[config.mk]
export PLATFORM = sky130hd
export DESIGN_NAME = table_base_walker
export DESIGN_NICKNAME = d
export VERILOG_FILES = /design/src/rtl/tbw_pkg.sv /design/src/rtl/tbw_control.sv /design/src/rtl/tbw_datapath.sv /design/src/rtl/table_base_walker.sv
export SDC_FILE = /design/constraint.sdc
export NUM_CORES = 1
export LEC_CHECK = 0
export BUFFER_PORTS_ARGS = -buffer_cell sky130_fd_sc_hd__buf_4
export CAP_MARGIN = 20
export CORE_MARGIN = 2
export CORE_UTILIZATION = 50
export DETAILED_ROUTE_END_ITERATION = 10
export PLACE_DENSITY = 0.83
export SYNTH_ARGS = -nofsm -noshare
export SYNTH_HDL_FRONTEND = slang
export SYNTH_SLANG_ARGS = --single-unit
[constraint.sdc]
create_clock -name clk -period 4.8 [get_ports clk]
set_input_delay 0.96 -clock clk [delete_from_list [all_inputs] [get_ports clk]]
set_output_delay 0.96 -clock clk [all_outputs]
set_load 0.005 [all_outputs]
[src/rtl/tbw_pkg.sv]
package tbw_pkg;
  typedef enum logic [1:0] {
    W_IDLE = 2'd0,
    W_REQ  = 2'd1,
    W_WAIT = 2'd2
  } walkState_t;

  typedef struct packed {
    logic capture;
    logic deliver;
  } walkStrobe_t;
endpackage

[src/rtl/tbw_control.sv]
module tbw_control
  import tbw_pkg::*;
(
  input  logic        clk,
  input  logic        rstN,
  input  logic        missValid,
  input  logic        memRspValid,
  output logic        missReady,
  output logic        memReqValid,
  output walkStrobe_t strobe
);
  walkState_t stateQ, stateD;

  always_comb begin
    stateD = stateQ;
    unique case (stateQ)
      W_IDLE:  if (missValid) stateD = W_REQ;
      W_REQ:   stateD = W_WAIT;
      W_WAIT:  if (memRspValid) stateD = W_IDLE;
      default: stateD = W_IDLE;
    endcase
  end

  always_ff @(posedge clk or negedge rstN) begin
    if (!rstN) stateQ <= W_IDLE;
    else       stateQ <= stateD;
  end

  assign missReady      = (stateQ == W_IDLE);
  assign memReqValid    = (stateQ == W_REQ);
  assign strobe.capture = (stateQ == W_IDLE) && missValid;
  assign strobe.deliver = (stateQ == W_WAIT) && memRspValid;
endmodule

[src/rtl/tbw_datapath.sv]
module tbw_datapath
  import tbw_pkg::*;
#(
  parameter int ADDR_W     = 32,
  parameter int SPLIT_W    = 3,
  parameter int ENTRY_LOG2 = 20
) (
  input  logic              clk,
  input  logic              rstN,
  input  walkStrobe_t       strobe,
  input  logic [ADDR_W-1:0] missVa,
  input  logic              cfgWrEn,
  input  logic [1:0]        cfgAddr,
  input  logic [ADDR_W-1:0] cfgWrData,
  input  logic [ADDR_W-1:0] memRspData,
  output logic              flushReq,
  output logic [ADDR_W-1:0] memReqAddr,
  output logic              descValid,
  output logic [ADDR_W-1:0] descData,
  output logic              descBaseSel,
  output logic              descFault
);
  localparam int IDX_W     = ADDR_W - ENTRY_LOG2;
  localparam int FULL_LOG2 = IDX_W + 2;
  localparam int MAX_SPLIT = (1 << SPLIT_W) - 1;
  localparam int MIN_LOG2  = FULL_LOG2 - MAX_SPLIT;

  logic [ADDR_W-1:MIN_LOG2]  base0Q;
  logic [ADDR_W-1:FULL_LOG2] base1Q;
  logic [SPLIT_W-1:0]        splitQ;
  logic                      flushQ;

  always_ff @(posedge clk or negedge rstN) begin
    if (!rstN) begin
      base0Q <= '0;
      base1Q <= '0;
      splitQ <= '0;
      flushQ <= 1'b0;
    end else begin
      flushQ <= cfgWrEn && (cfgAddr != 2'd3);
      if (cfgWrEn) begin
        unique case (cfgAddr)
          2'd0:    base0Q <= cfgWrData[ADDR_W-1:MIN_LOG2];
          2'd1:    base1Q <= cfgWrData[ADDR_W-1:FULL_LOG2];
          2'd2:    splitQ <= cfgWrData[SPLIT_W-1:0];
          default: ;
        endcase
      end
    end
  end

  // Base choice: any set bit among the top splitQ address bits selects base 1.
  logic [ADDR_W-1:0] topMask;
  logic              useHigh;
  logic [IDX_W-1:0]  vaIdx;
  logic [IDX_W-1:0]  idxMask0;
  logic [ADDR_W-1:0] sizeMask0;
  logic [ADDR_W-1:0] base0Full;
  logic [ADDR_W-1:0] base1Full;
  logic [ADDR_W-1:0] addr0;
  logic [ADDR_W-1:0] addr1;

  always_comb begin
    topMask   = ~({ADDR_W{1'b1}} >> splitQ);
    useHigh   = |(missVa & topMask);
    vaIdx     = missVa[ADDR_W-1:ENTRY_LOG2];
    idxMask0  = {IDX_W{1'b1}} >> splitQ;
    sizeMask0 = (ADDR_W'(1) << (FULL_LOG2 - 32'(splitQ))) - ADDR_W'(1);
    base0Full = {base0Q, {MIN_LOG2{1'b0}}};
    base1Full = {base1Q, {FULL_LOG2{1'b0}}};
    addr0     = (base0Full & ~sizeMask0) | ADDR_W'({vaIdx & idxMask0, 2'b00});
    addr1     = base1Full | ADDR_W'({vaIdx, 2'b00});
  end

  logic [ADDR_W-1:0] reqAddrQ;
  logic              selQ;
  logic [ADDR_W-1:0] descQ;
  logic              descValidQ;
  logic              faultQ;

  always_ff @(posedge clk or negedge rstN) begin
    if (!rstN) begin
      reqAddrQ   <= '0;
      selQ       <= 1'b0;
      descQ      <= '0;
      descValidQ <= 1'b0;
      faultQ     <= 1'b0;
    end else begin
      descValidQ <= strobe.deliver;
      if (strobe.capture) begin
        reqAddrQ <= useHigh ? addr1 : addr0;
        selQ     <= useHigh;
      end
      if (strobe.deliver) begin
        descQ  <= memRspData;
        faultQ <= (memRspData[1:0] == 2'b00);
      end
    end
  end

  assign flushReq    = flushQ;
  assign memReqAddr  = reqAddrQ;
  assign descValid   = descValidQ;
  assign descData    = descQ;
  assign descBaseSel = selQ;
  assign descFault   = faultQ;
endmodule

[src/rtl/table_base_walker.sv]
module table_base_walker
  import tbw_pkg::*;
#(
  parameter int ADDR_W     = 32,
  parameter int SPLIT_W    = 3,
  parameter int ENTRY_LOG2 = 20
) (
  input  logic              clk,
  input  logic              rstN,
  input  logic              missValid,
  output logic              missReady,
  input  logic [ADDR_W-1:0] missVa,
  input  logic              cfgWrEn,
  input  logic [1:0]        cfgAddr,
  input  logic [ADDR_W-1:0] cfgWrData,
  output logic              flushReq,
  output logic              memReqValid,
  output logic [ADDR_W-1:0] memReqAddr,
  input  logic              memRspValid,
  input  logic [ADDR_W-1:0] memRspData,
  output logic              descValid,
  output logic [ADDR_W-1:0] descData,
  output logic              descBaseSel,
  output logic              descFault
);
  walkStrobe_t strobe;

  tbw_control u_ctrl (
    .clk         (clk),
    .rstN        (rstN),
    .missValid   (missValid),
    .memRspValid (memRspValid),
    .missReady   (missReady),
    .memReqValid (memReqValid),
    .strobe      (strobe)
  );

  tbw_datapath #(
    .ADDR_W     (ADDR_W),
    .SPLIT_W    (SPLIT_W),
    .ENTRY_LOG2 (ENTRY_LOG2)
  ) u_dp (
    .clk         (clk),
    .rstN        (rstN),
    .strobe      (strobe),
    .missVa      (missVa),
    .cfgWrEn     (cfgWrEn),
    .cfgAddr     (cfgAddr),
    .cfgWrData   (cfgWrData),
    .memRspData  (memRspData),
    .flushReq    (flushReq),
    .memReqAddr  (memReqAddr),
    .descValid   (descValid),
    .descData    (descData),
    .descBaseSel (descBaseSel),
    .descFault   (descFault)
  );
endmodule

==> results of run 1 <==
-- power breakdown --
part / internal [W] / switching [W] / total (W)
Clock: 0.000930 / 0.000409 / 0.00134
Combinational: 0.000604 / 0.000556 / 0.00116
Sequential: 0.00130 / 0.000201 / 0.00151
-- worst max-delay path: cells and delay by family (launching register included) --
| kind | cells | cell delay, ns |
|---|---|---|
| DFF | 1 | 0.51 |
| AOI/OAI and AO/OA | 3 | 0.67 |
| buffers and inverters | 1 | 0.07 |
| and+or+nand+nor | 2 | 1.14 |
| adders and majority gates | 1 | 0.18 |
-- worst max path at each step --
| stage | cells past startpoint | from | slack (ns) | end |
|---|---|---|---|---|
| floorplan | 3 | cfgAddr[1] | 2.75 | u_dp.base0Q[10] |
| CTS | 7 | u_dp.splitQ[1] | 2.12 | u_dp.memReqAddr[10] |
| finish | 7 | u_dp.splitQ[1] | 2.14 | u_dp.memReqAddr[10] |
| global placement | 5 | missVa[26] | 2.00 | u_dp.memReqAddr[13] |
| global route | 7 | u_dp.splitQ[1] | 1.97 | u_dp.memReqAddr[11] |
| detailed placement | 5 | missVa[27] | 1.96 | u_dp.memReqAddr[9] |
-- layout make-up --
class	instances	area, um2
clock inverter	9	178.9
multi-input combinational	295	1740
fill	644	2695
timing repair buffer	151	1134
inverter	5	18.77
sequential	114	2853
tap	129	161.4
clock buffer	21	459.2
-- synthesized netlist by cell type (2+ instances only) --
| master | number |
|---|---|
| nand2_1 | 119 |
| dfrtp_1 | 114 |
| mux2_2 | 47 |
| nor2_1 | 29 |
| a31oi_1 | 22 |
| a21oi_1 | 21 |
| o21ai_0 | 19 |
| clkbuf_1 | 12 |
| buf_6 | 7 |
| buf_2 | 4 |
| inv_1 | 4 |
| nand3b_1 | 4 |
| a41oi_1 | 3 |
| ha_1 | 3 |
| and3_1 | 2 |
| buf_4 | 2 |
| nand3_1 | 2 |
| nand4_1 | 2 |
| nor2b_1 | 2 |
| o2111ai_1 | 2 |
-- sequential cells by signal (all words and copies together) (netlist names) --
signal / flops
u_dp.base1Q: 18
u_dp.flushReq: 1
u_dp.descData: 32
u_dp.descBaseSel: 1
u_dp.base0Q: 25
u_ctrl.stateQ: 2
u_dp.descValid: 1
u_dp.descFault: 1
u_dp.splitQ: 3
u_dp.memReqAddr: 30
-- layer usage --
| layer | share of wire, % | routed length (um) | global-route usage [%] | vias to the layer above |
|---|---|---|---|---|
| met5 | 0 | 0 | 0 | - |
| li1 | - | - | - | 1789 |
| met3 | 7.1 | 803 | 7.522 | 8 |
| met2 | 51 | 5737 | 37.30 | 154 |
| met1 | 42 | 4745 | 29.98 | 1870 |
| met4 | 0.55 | 62 | 8.732 | 0 |
-- stage by stage --
| stage | power (W) | hold slack [ns] |
|---|---|---|
| global route | 0.004268 | 0.4931 |
| global placement | 0.002634 | 0.4582 |
| floorplan | 0.002054 | 0.4697 |
| CTS | 0.004050 | 0.4777 |
| detailed placement | 0.002683 | 0.4637 |
| finish | 0.004004 | 0.4733 |
-- cell families (layout without fill, tap and decap cells) --
group                      count (synthesis)  after routing  share of synthesized area (%)
buffers and inverters                     32            186                          3.911
adders and majority gates                  3              3                         0.7877
other                                      1              3                        0.07869
muxes                                     47             47                          11.11
xor gates and xnor gates                   1              1                         0.1838
DFF                                      114            114                          59.86
and+or+nand+nor                          168            168                          14.73
AOI/OAI and AO/OA                         73             73                          9.347
-- cells in the final DEF, fill, tap and decap left out, types with 3 or more instances in the layout --
cell type and instances:
a21oi_1 21, a31oi_1 22, a41oi_1 3, buf_4 151, bufinv_16 5, clkbuf_16 16, clkbuf_8 4, conb_1 3
dfrtp_1 114, ha_1 3, inv_1 4, mux2_2 47, nand2_1 119, nand3b_1 4, nor2_1 29, o21ai_0 19
==> impl_metrics.yaml, run 1 <==
clock_network:
  cts_buffer_depth: 2
  worst_skew_pair.late_latency_ns: 0.50
  cts_hold_buf: 0
  cts_tree: "yes"
  cts.sinks: 114
  clk_pin_slew_ns: 0.05
  clock-root-buffer: "clkbuf_8"
  postCtsSetupBuffers: 0
  htree_levels: 4
  cts_resized: 0
  numCtsBuffers: 17
hold_path:
  min_path_type: "reg2reg"
  hold_end: "u_dp.descData[22]"
  hold_depth: 2
  hp-start: "u_dp.descData[22]"
final_layout:
  post-route-util_pct: 70.83
  nNetsFinal: 690
  area_delta_synth_final_pct: 37.33
  n_antenna_cell: 0
  drive_above_1_share_pct: 38.99
  final_cells: 724
  fin_area_mm2: 0.006545
detailed_routing:
  drt_iter0_drc: 190
  vias_per_cell: 5.278
  route.detailed.drc: 0
  routed_wl_um: 11350
  vias: 3821
  drtAntennaViolNets: 0
  post_drt_wl_per_cell_um: 15.67
  first_pass_iters: 4
worst_setup_path:
  r2r-end: "u_dp.memReqAddr[10]"
  rr_startpoint: "u_dp.splitQ[1]"
  crit_type: "reg2reg"
  cp_slowest_cell: "and3_1"
  cp.arrival_ns: 3.08
  reg2reg_slack_ns: 2.14
  cp_max_fo: 26
  start_kind: "flip-flop"
  critPathRequiredTime_ns: 5.22
  crit_path_end_kind: "flip-flop"
  r2r_cells: 7
  cp_cell_sequence: "nand2_1, inv_1, ha_1, a22oi_1, and3_1, a41oi_1, a21oi_1"
  max_stage_delay_ns: 0.91
synthesis:
  synthFlopType: "dfrtp_1"
  synth_edf_count: 0
  ys_seq_elements: 114
  synth.area.top_cells: "dfrtp_1, mux2_2, nand2_1"
  synth_area_mm2: 0.004766
  synth_cell_types: 39
  synth-seq-area-share_pct: 59.86
  yosysWarnings: 0
  async_flop_share_pct: 100.0
  synth_area_per_cell_um2: 10.86
  synth_top_area_share_pct: 59.86
  netlist.top_cell.by_area: "dfrtp_1"
  synthCells: 439
power:
  vdd_ir_drop_max_uv: 283.8
  power.leakage_nw: 3.190
  powerDensity_mw_per_mm2: 611.8
floorplan:
  start_util_pct: 51.58
  ios: 173
  coreArea_mm2: 0.009240
  die_x_um: 101.6
  die_h_um: 101.6
  die-area_mm2: 0.01033
  rows: 35
sta:
  rsz0062_at_grt: "no"
  setup_viol: 0
  slew_headroom_pct: 26.98
  worst-slew-pin-transition_ns: 1.095
  drv_slew: 0
  tns_ns: 0
  fin_skew_ns: 0.006439
  hold_violations: 0
  fin_ws_ns: 2.138
  min_period_ns: 2.662
  finalCritPeriodShare_pct: 55.46
  max_freq_mhz: 375.6
placement:
  dpl.hpwl_um: 7451
  gp_congestion: 0.7816
  place_inst: 694
  portBuffers: 146
  detailed_place.area_mm2: 0.005907
  post-place-ws_ns: 1.961
grt:
  antenna_found_initial: 0
  track_usage_pct: 23.38
  grt_pass1_vias: 3784
  overflow: 0
  grt_pass1_wl_um: 18390
  grt_max_degree: 80
run:
  max_cap_viol_count: 0
status:
  run_status: "finished, final reports clean"
Note: power is estimated with default switching activity, not from simulation.
==> inputs of run 2 (changes only) <==
- CORE_UTILIZATION: 50 -> 49
- PLACE_DENSITY: 0.83 -> 0.81
- clock period: 4.8 -> 2.6 ns (I/O delays scaled with it)
==> run 2 against run 1 <==
Effect of this change: clock-buffer cell count down 3; flip-flop and latch count unchanged; cell count up 1.4%; worst setup slack worse by 1.7 ns; global-route usage increased by 0.57 points; sequential power is 83% higher; hold slack worse by 0.39 ns; fmax increased by 21%; die area grew 2.0%; register-to-register slack worse by 1.7 ns; critical path depth shrank 1; via count increased by 1.6%; critical path type unchanged; highest routed layer unchanged.
==> impl_metrics.yaml, run 2 (synthesized netlist as in run 1, its figures left out) <==
power:
  powerDensity_mw_per_mm2: 1112
  switching_share_pct: 30.99
  vdd_ir_drop_max_uv: 493.9
  comb_power_share_pct: 30.2
  intPower_w: 0.005060
  switching_power_w: 0.002273
  clock_power_share_pct: 32.1
  pwr-share-seq_pct: 37.7
  power.leakage_nw: 3.212
status:
  run_status: "finished, final reports clean"
final_layout:
  seq_area_mm2: 0.002853
  largest_reg_flops: 32
  multi_input_area_mm2: 0.001740
  nNetsFinal: 698
  drive_above_1_share_pct: 40.17
  nFillCells: 676
  area_delta_synth_final_pct: 38.41
  fin_area_mm2: 0.006596
  mostFrequentLayoutCells: "buf_4, nand2_1, dfrtp_1, mux2_2, nor2_1"
  post-route-util_pct: 70.72
  final_common_cell: "buf_4"
  n_antenna_cell: 0
detailed_routing:
  vias_per_cell: 5.292
  first_pass_iters: 4
  wl_met1_um: 4855
  post_drt_wl_per_cell_um: 16.08
  top_layer: "met4"
  met2WireLength_um: 5886
  routed_wl_um: 11800
  drtAntennaViolNets: 0
  route.detailed.drc: 0
  vias: 3884
  wl_met3_um: 910
  drt_iter0_drc: 148
placement:
  detailed_place.area_mm2: 0.005992
  portBuffers: 146
  gp_congestion: 0.7784
  post-place-ws_ns: 0.4797
  dpl.hpwl_um: 7886
clock_network:
  cts_buffer_depth: 2
  clock-root-buffer: "clkbuf_8"
  postCtsSetupBuffers: 0
  clk_pin_slew_ns: 0.06
  cts.sinks: 114
  cts_tree: "yes"
  htree_levels: 4
  numCtsBuffers: 17
  cts_resized: 0
  worst_skew_pair.late_latency_ns: 0.49
  cts_hold_buf: 0
sta:
  fin_ws_ns: 0.4023
  setup_viol: 0
  tns_ns: 0
  min_period_ns: 2.198
  slew_headroom_pct: 37.90
  rsz0062_at_grt: "no"
  max_freq_mhz: 455.0
  worst-slew-pin-transition_ns: 0.9305
  finalCritPeriodShare_pct: 84.53
  drv_slew: 0
  hold_violations: 0
  fin_skew_ns: 0.007182
hold_path:
  min_path_type: "in2async"
floorplan:
  start_util_pct: 51.09
  coreArea_mm2: 0.009328
  ios: 173
  rows: 35
  die_h_um: 102.6
  die-area_mm2: 0.01053
  die_x_um: 102.6
grt:
  overflow: 0
  grt_pass1_wl_um: 19130
  antenna_found_initial: 0
  grt_max_degree: 59
  grt_pass1_vias: 3987
  track_usage_pct: 23.94
run:
  max_cap_viol_count: 0
worst_setup_path:
  start_kind: "flip-flop"
  critPathRequiredTime_ns: 2.97
  cp.arrival_ns: 2.57
  cp_max_fo: 13
  crit_path_end_kind: "flip-flop"
  crit_type: "reg2reg"
[run 2: changes by cell type in the layout (fill, tap and decap cells not counted)]
cell | before | now
buf_4 | 151 | 157
inv_6 | 0 | 5
clkinvlp_4 | 2 | 5
buf_12 | 0 | 2
bufinv_16 | 5 | 3
clkbuf_8 | 4 | 2
clkbuf_1 | 1 | 0
clkinv_4 | 1 | 0
[run 2: metrics by stage]
step | power [W] | hold slack [ns] | instances
2_1_floorplan | 0.003791 | 0.2244 | 441
3_3_place_gp | 0.004901 | 0.4593 | 702
3_5_place_dp | 0.005009 | 0.4633 | 702
4_1_cts | 0.007397 | 0.09066 | 734
5_1_grt | 0.007808 | 0.1091 | 734
6_report | 0.007333 | 0.07893 | 734
[run 2: path summary, 6_finish.rpt]
| kind | start | endpoint | slack (ns) | depth (start not counted) |
|---|---|---|---|---|
| setup / recovery | u_dp.splitQ[2] | u_dp.memReqAddr[15] | 0.40 | 6 |
| min in group clk | memRspData[3] | u_dp.descData[3] | 0.22 | 3 |
| hold / removal | rstN | u_dp.descValid | 0.08 | 1 |
| max in group asynchronous | rstN | u_dp.memReqAddr[8] | 1.82 | 2 |
| hold reg to reg | u_dp.descData[27] | u_dp.descData[27] | 0.47 | 2 |
| setup reg to reg | u_dp.splitQ[2] | u_dp.memReqAddr[15] | 0.40 | 6 |
[run 2: routing by layer]
layer  up-vias  GRT usage, %
li1       1796             -
met1      1906         29.24
met2       165         39.92
met3        17         7.797
met4         0         8.821
met5         -             0
[run 2: cell type report]
| cell class | count | area share (%) |
|---|---|---|
| sequential | 114 | 43.25 |
| multi-input combinational | 295 | 26.38 |
| timing repair buffer | 159 | 18.47 |
| clock buffer | 18 | 6.487 |
| clock inverter | 14 | 2.675 |
| tap | 129 | 2.447 |
| inverter | 5 | 0.2845 |
[run 2: critical path, cell delays in order (launching register included)]
cell and delay [ns]:
dfrtp_1 0.61, inv_1 0.17, ha_1 0.40, or3_1 0.42, ha_1 0.31, nand4_1 0.08, a31oi_1 0.08
[run 2: power by group through the flow]
stage	sequential, W	clock [W]	combinational [W]
after global routing	0.00283	0.00249	0.00248
after detailed placement	0.00278	0	0.00223
final	0.00276	0.00235	0.00222
after CTS	0.00276	0.00239	0.00225
after floorplan	0.00277	0	0.00102
after global placement	0.00276	0	0.00214
==> inputs of run 3 (changes only) <==
- clock period: 2.6 -> 2.3 ns (I/O delays scaled with it)
==> run 3 against run 2 <==
Effect of this change: critical path depth is the same; clock power grew 9.4%; first-iteration DRC count shrank 4.1%; via count grew 0.54%; global-route usage shrank 0.13 points; critical path type unchanged; flip-flop and latch count is the same.
==> impl_metrics.yaml, run 3 (synthesized netlist as in run 1, its figures left out) <==
clock_network:
  cts_tree: "yes"
  cts_buffer_depth: 2
  cts.sinks: 114
  postCtsSetupBuffers: 0
  clock-root-buffer: "clkbuf_8"
  worst_skew_pair.late_latency_ns: 0.51
  htree_levels: 4
  numCtsBuffers: 17
  clk_pin_slew_ns: 0.06
sta:
  hold_violations: 0
  fin_skew_ns: 0.01044
  tns_ns: 0
  slew_headroom_pct: 37.88
  setup_viol: 0
  min_period_ns: 2.141
  worst-slew-pin-transition_ns: 0.9307
  hold_ws_ns: 0.1436
  max_freq_mhz: 467.0
  drv_slew: 0
  rsz0062_at_grt: "no"
  finalCritPeriodShare_pct: 93.10
worst_setup_path:
  cp_common_cell: "ha_1"
  crit_type: "reg2reg"
  cp_cell_sequence: "nand2_1, ha_1, or3_1, ha_1, nand4_1, a31oi_1"
  cp.arrival_ns: 2.51
  start_kind: "flip-flop"
  max_stage_delay_ns: 0.49
  crit_path_end_kind: "flip-flop"
  cp_max_fo: 6
  critPathRequiredTime_ns: 2.67
  cp_slowest_cell: "dfrtp_1"
detailed_routing:
  post_drt_wl_per_cell_um: 16.14
  drt_iter0_drc: 142
  vias_per_cell: 5.299
  first_pass_iters: 4
  vias: 3905
  drtAntennaViolNets: 0
  routed_wl_um: 11900
  route.detailed.drc: 0
final_layout:
  largest_reg_flops: 32
  mostFrequentLayoutCells: "buf_4, nand2_1, dfrtp_1, mux2_2, nor2_1"
  final_cells: 737
  fin_area_mm2: 0.006621
  area_delta_synth_final_pct: 38.93
  final_common_cell: "buf_4"
  nFillCells: 684
  drive_above_1_share_pct: 40.30
  post-route-util_pct: 70.99
  nNetsFinal: 701
  n_antenna_cell: 0
power:
  powerDensity_mw_per_mm2: 1245
  power.leakage_nw: 3.222
  vdd_ir_drop_max_uv: 598.8
grt:
  grt_max_degree: 50
  grt_pass1_wl_um: 19090
  grt_pass1_vias: 3924
  overflow: 0
  antenna_found_initial: 0
  track_usage_pct: 23.81
floorplan:
  die_x_um: 102.6
  die-area_mm2: 0.01053
  coreArea_mm2: 0.009328
  rows: 35
  die_h_um: 102.6
  ios: 173
  start_util_pct: 51.09
placement:
  dpl.hpwl_um: 7977
  portBuffers: 146
  gp_congestion: 0.7691
  place_inst: 704
  detailed_place.area_mm2: 0.006020
status:
  run_status: "finished, final reports clean"
run:
  max_cap_viol_count: 0
hold_path:
  min_path_type: "in2reg"
[run 3: per-layer routing]
metal  global-route usage, %  part of all wire (%)  wire length, um
met1                   29.36                    41             4900
met5                       0                     0                0
met3                   7.661                   7.7              913
met4                   9.436                   1.8              209
met2                   39.17                    49             5873
[run 3: final timing paths]
check,startpoint,to,slack (ns),depth (start not counted)
max,u_dp.splitQ[0],u_dp.memReqAddr[15],0.16,6
min,memRspData[15],u_dp.descData[15],0.14,3
max reg2reg,u_dp.splitQ[0],u_dp.memReqAddr[15],0.16,6
min reg2reg,u_dp.descData[8],u_dp.descData[8],0.47,2
max in group asynchronous,rstN,u_dp.memReqAddr[10],1.22,3
min in group asynchronous,rstN,u_dp.descData[15],0.44,2
[run 3: what timing repair did]
item,4_1_cts,5_1_grt
endpoints found under the hold margin,32,0
gates resized for setup,0,0
endpoints found under the setup margin,0,0
hold buffers,1,0
[run 3: layout make-up]
class                   count  area (um2)  area share, %
well taps                 129       161.4          2.438
clock inverters            13       150.1          2.268
multi-input cells         295        1740          26.28
flip-flops and latches    114        2853          43.08
clock buffers              19       441.7          6.670
inverters                   5       18.77         0.2834
repair buffers            162        1256          18.97
[run 3: stage by stage]
stage	total power (W)	setup slack [ns]
6_report	0.008246	0.1588
5_1_grt	0.008748	0.1015
4_1_cts	0.008311	0.1836
3_5_place_dp	0.005697	0.2759
3_3_place_gp	0.005561	0.3534
2_1_floorplan	0.004286	0.3974
[run 3: critical path, delay by kind of cell, from the launching register on]
kind | cells | cell delay [ns]
AND/OR/NAND/NOR | 3 | 0.73
adder cells (fa/ha/maj) | 2 | 0.70
flip-flops | 1 | 0.49
AO/OA/AOI/OAI | 1 | 0.09
[run 3: power by group]
group	internal [W]	leakage, nW	switching [W]	total (W)
Clock	0.00161	0.274	0.000963	0.00257
Combinational	0.00133	1.59	0.00122	0.00255
Sequential	0.00272	1.36	0.000406	0.00313
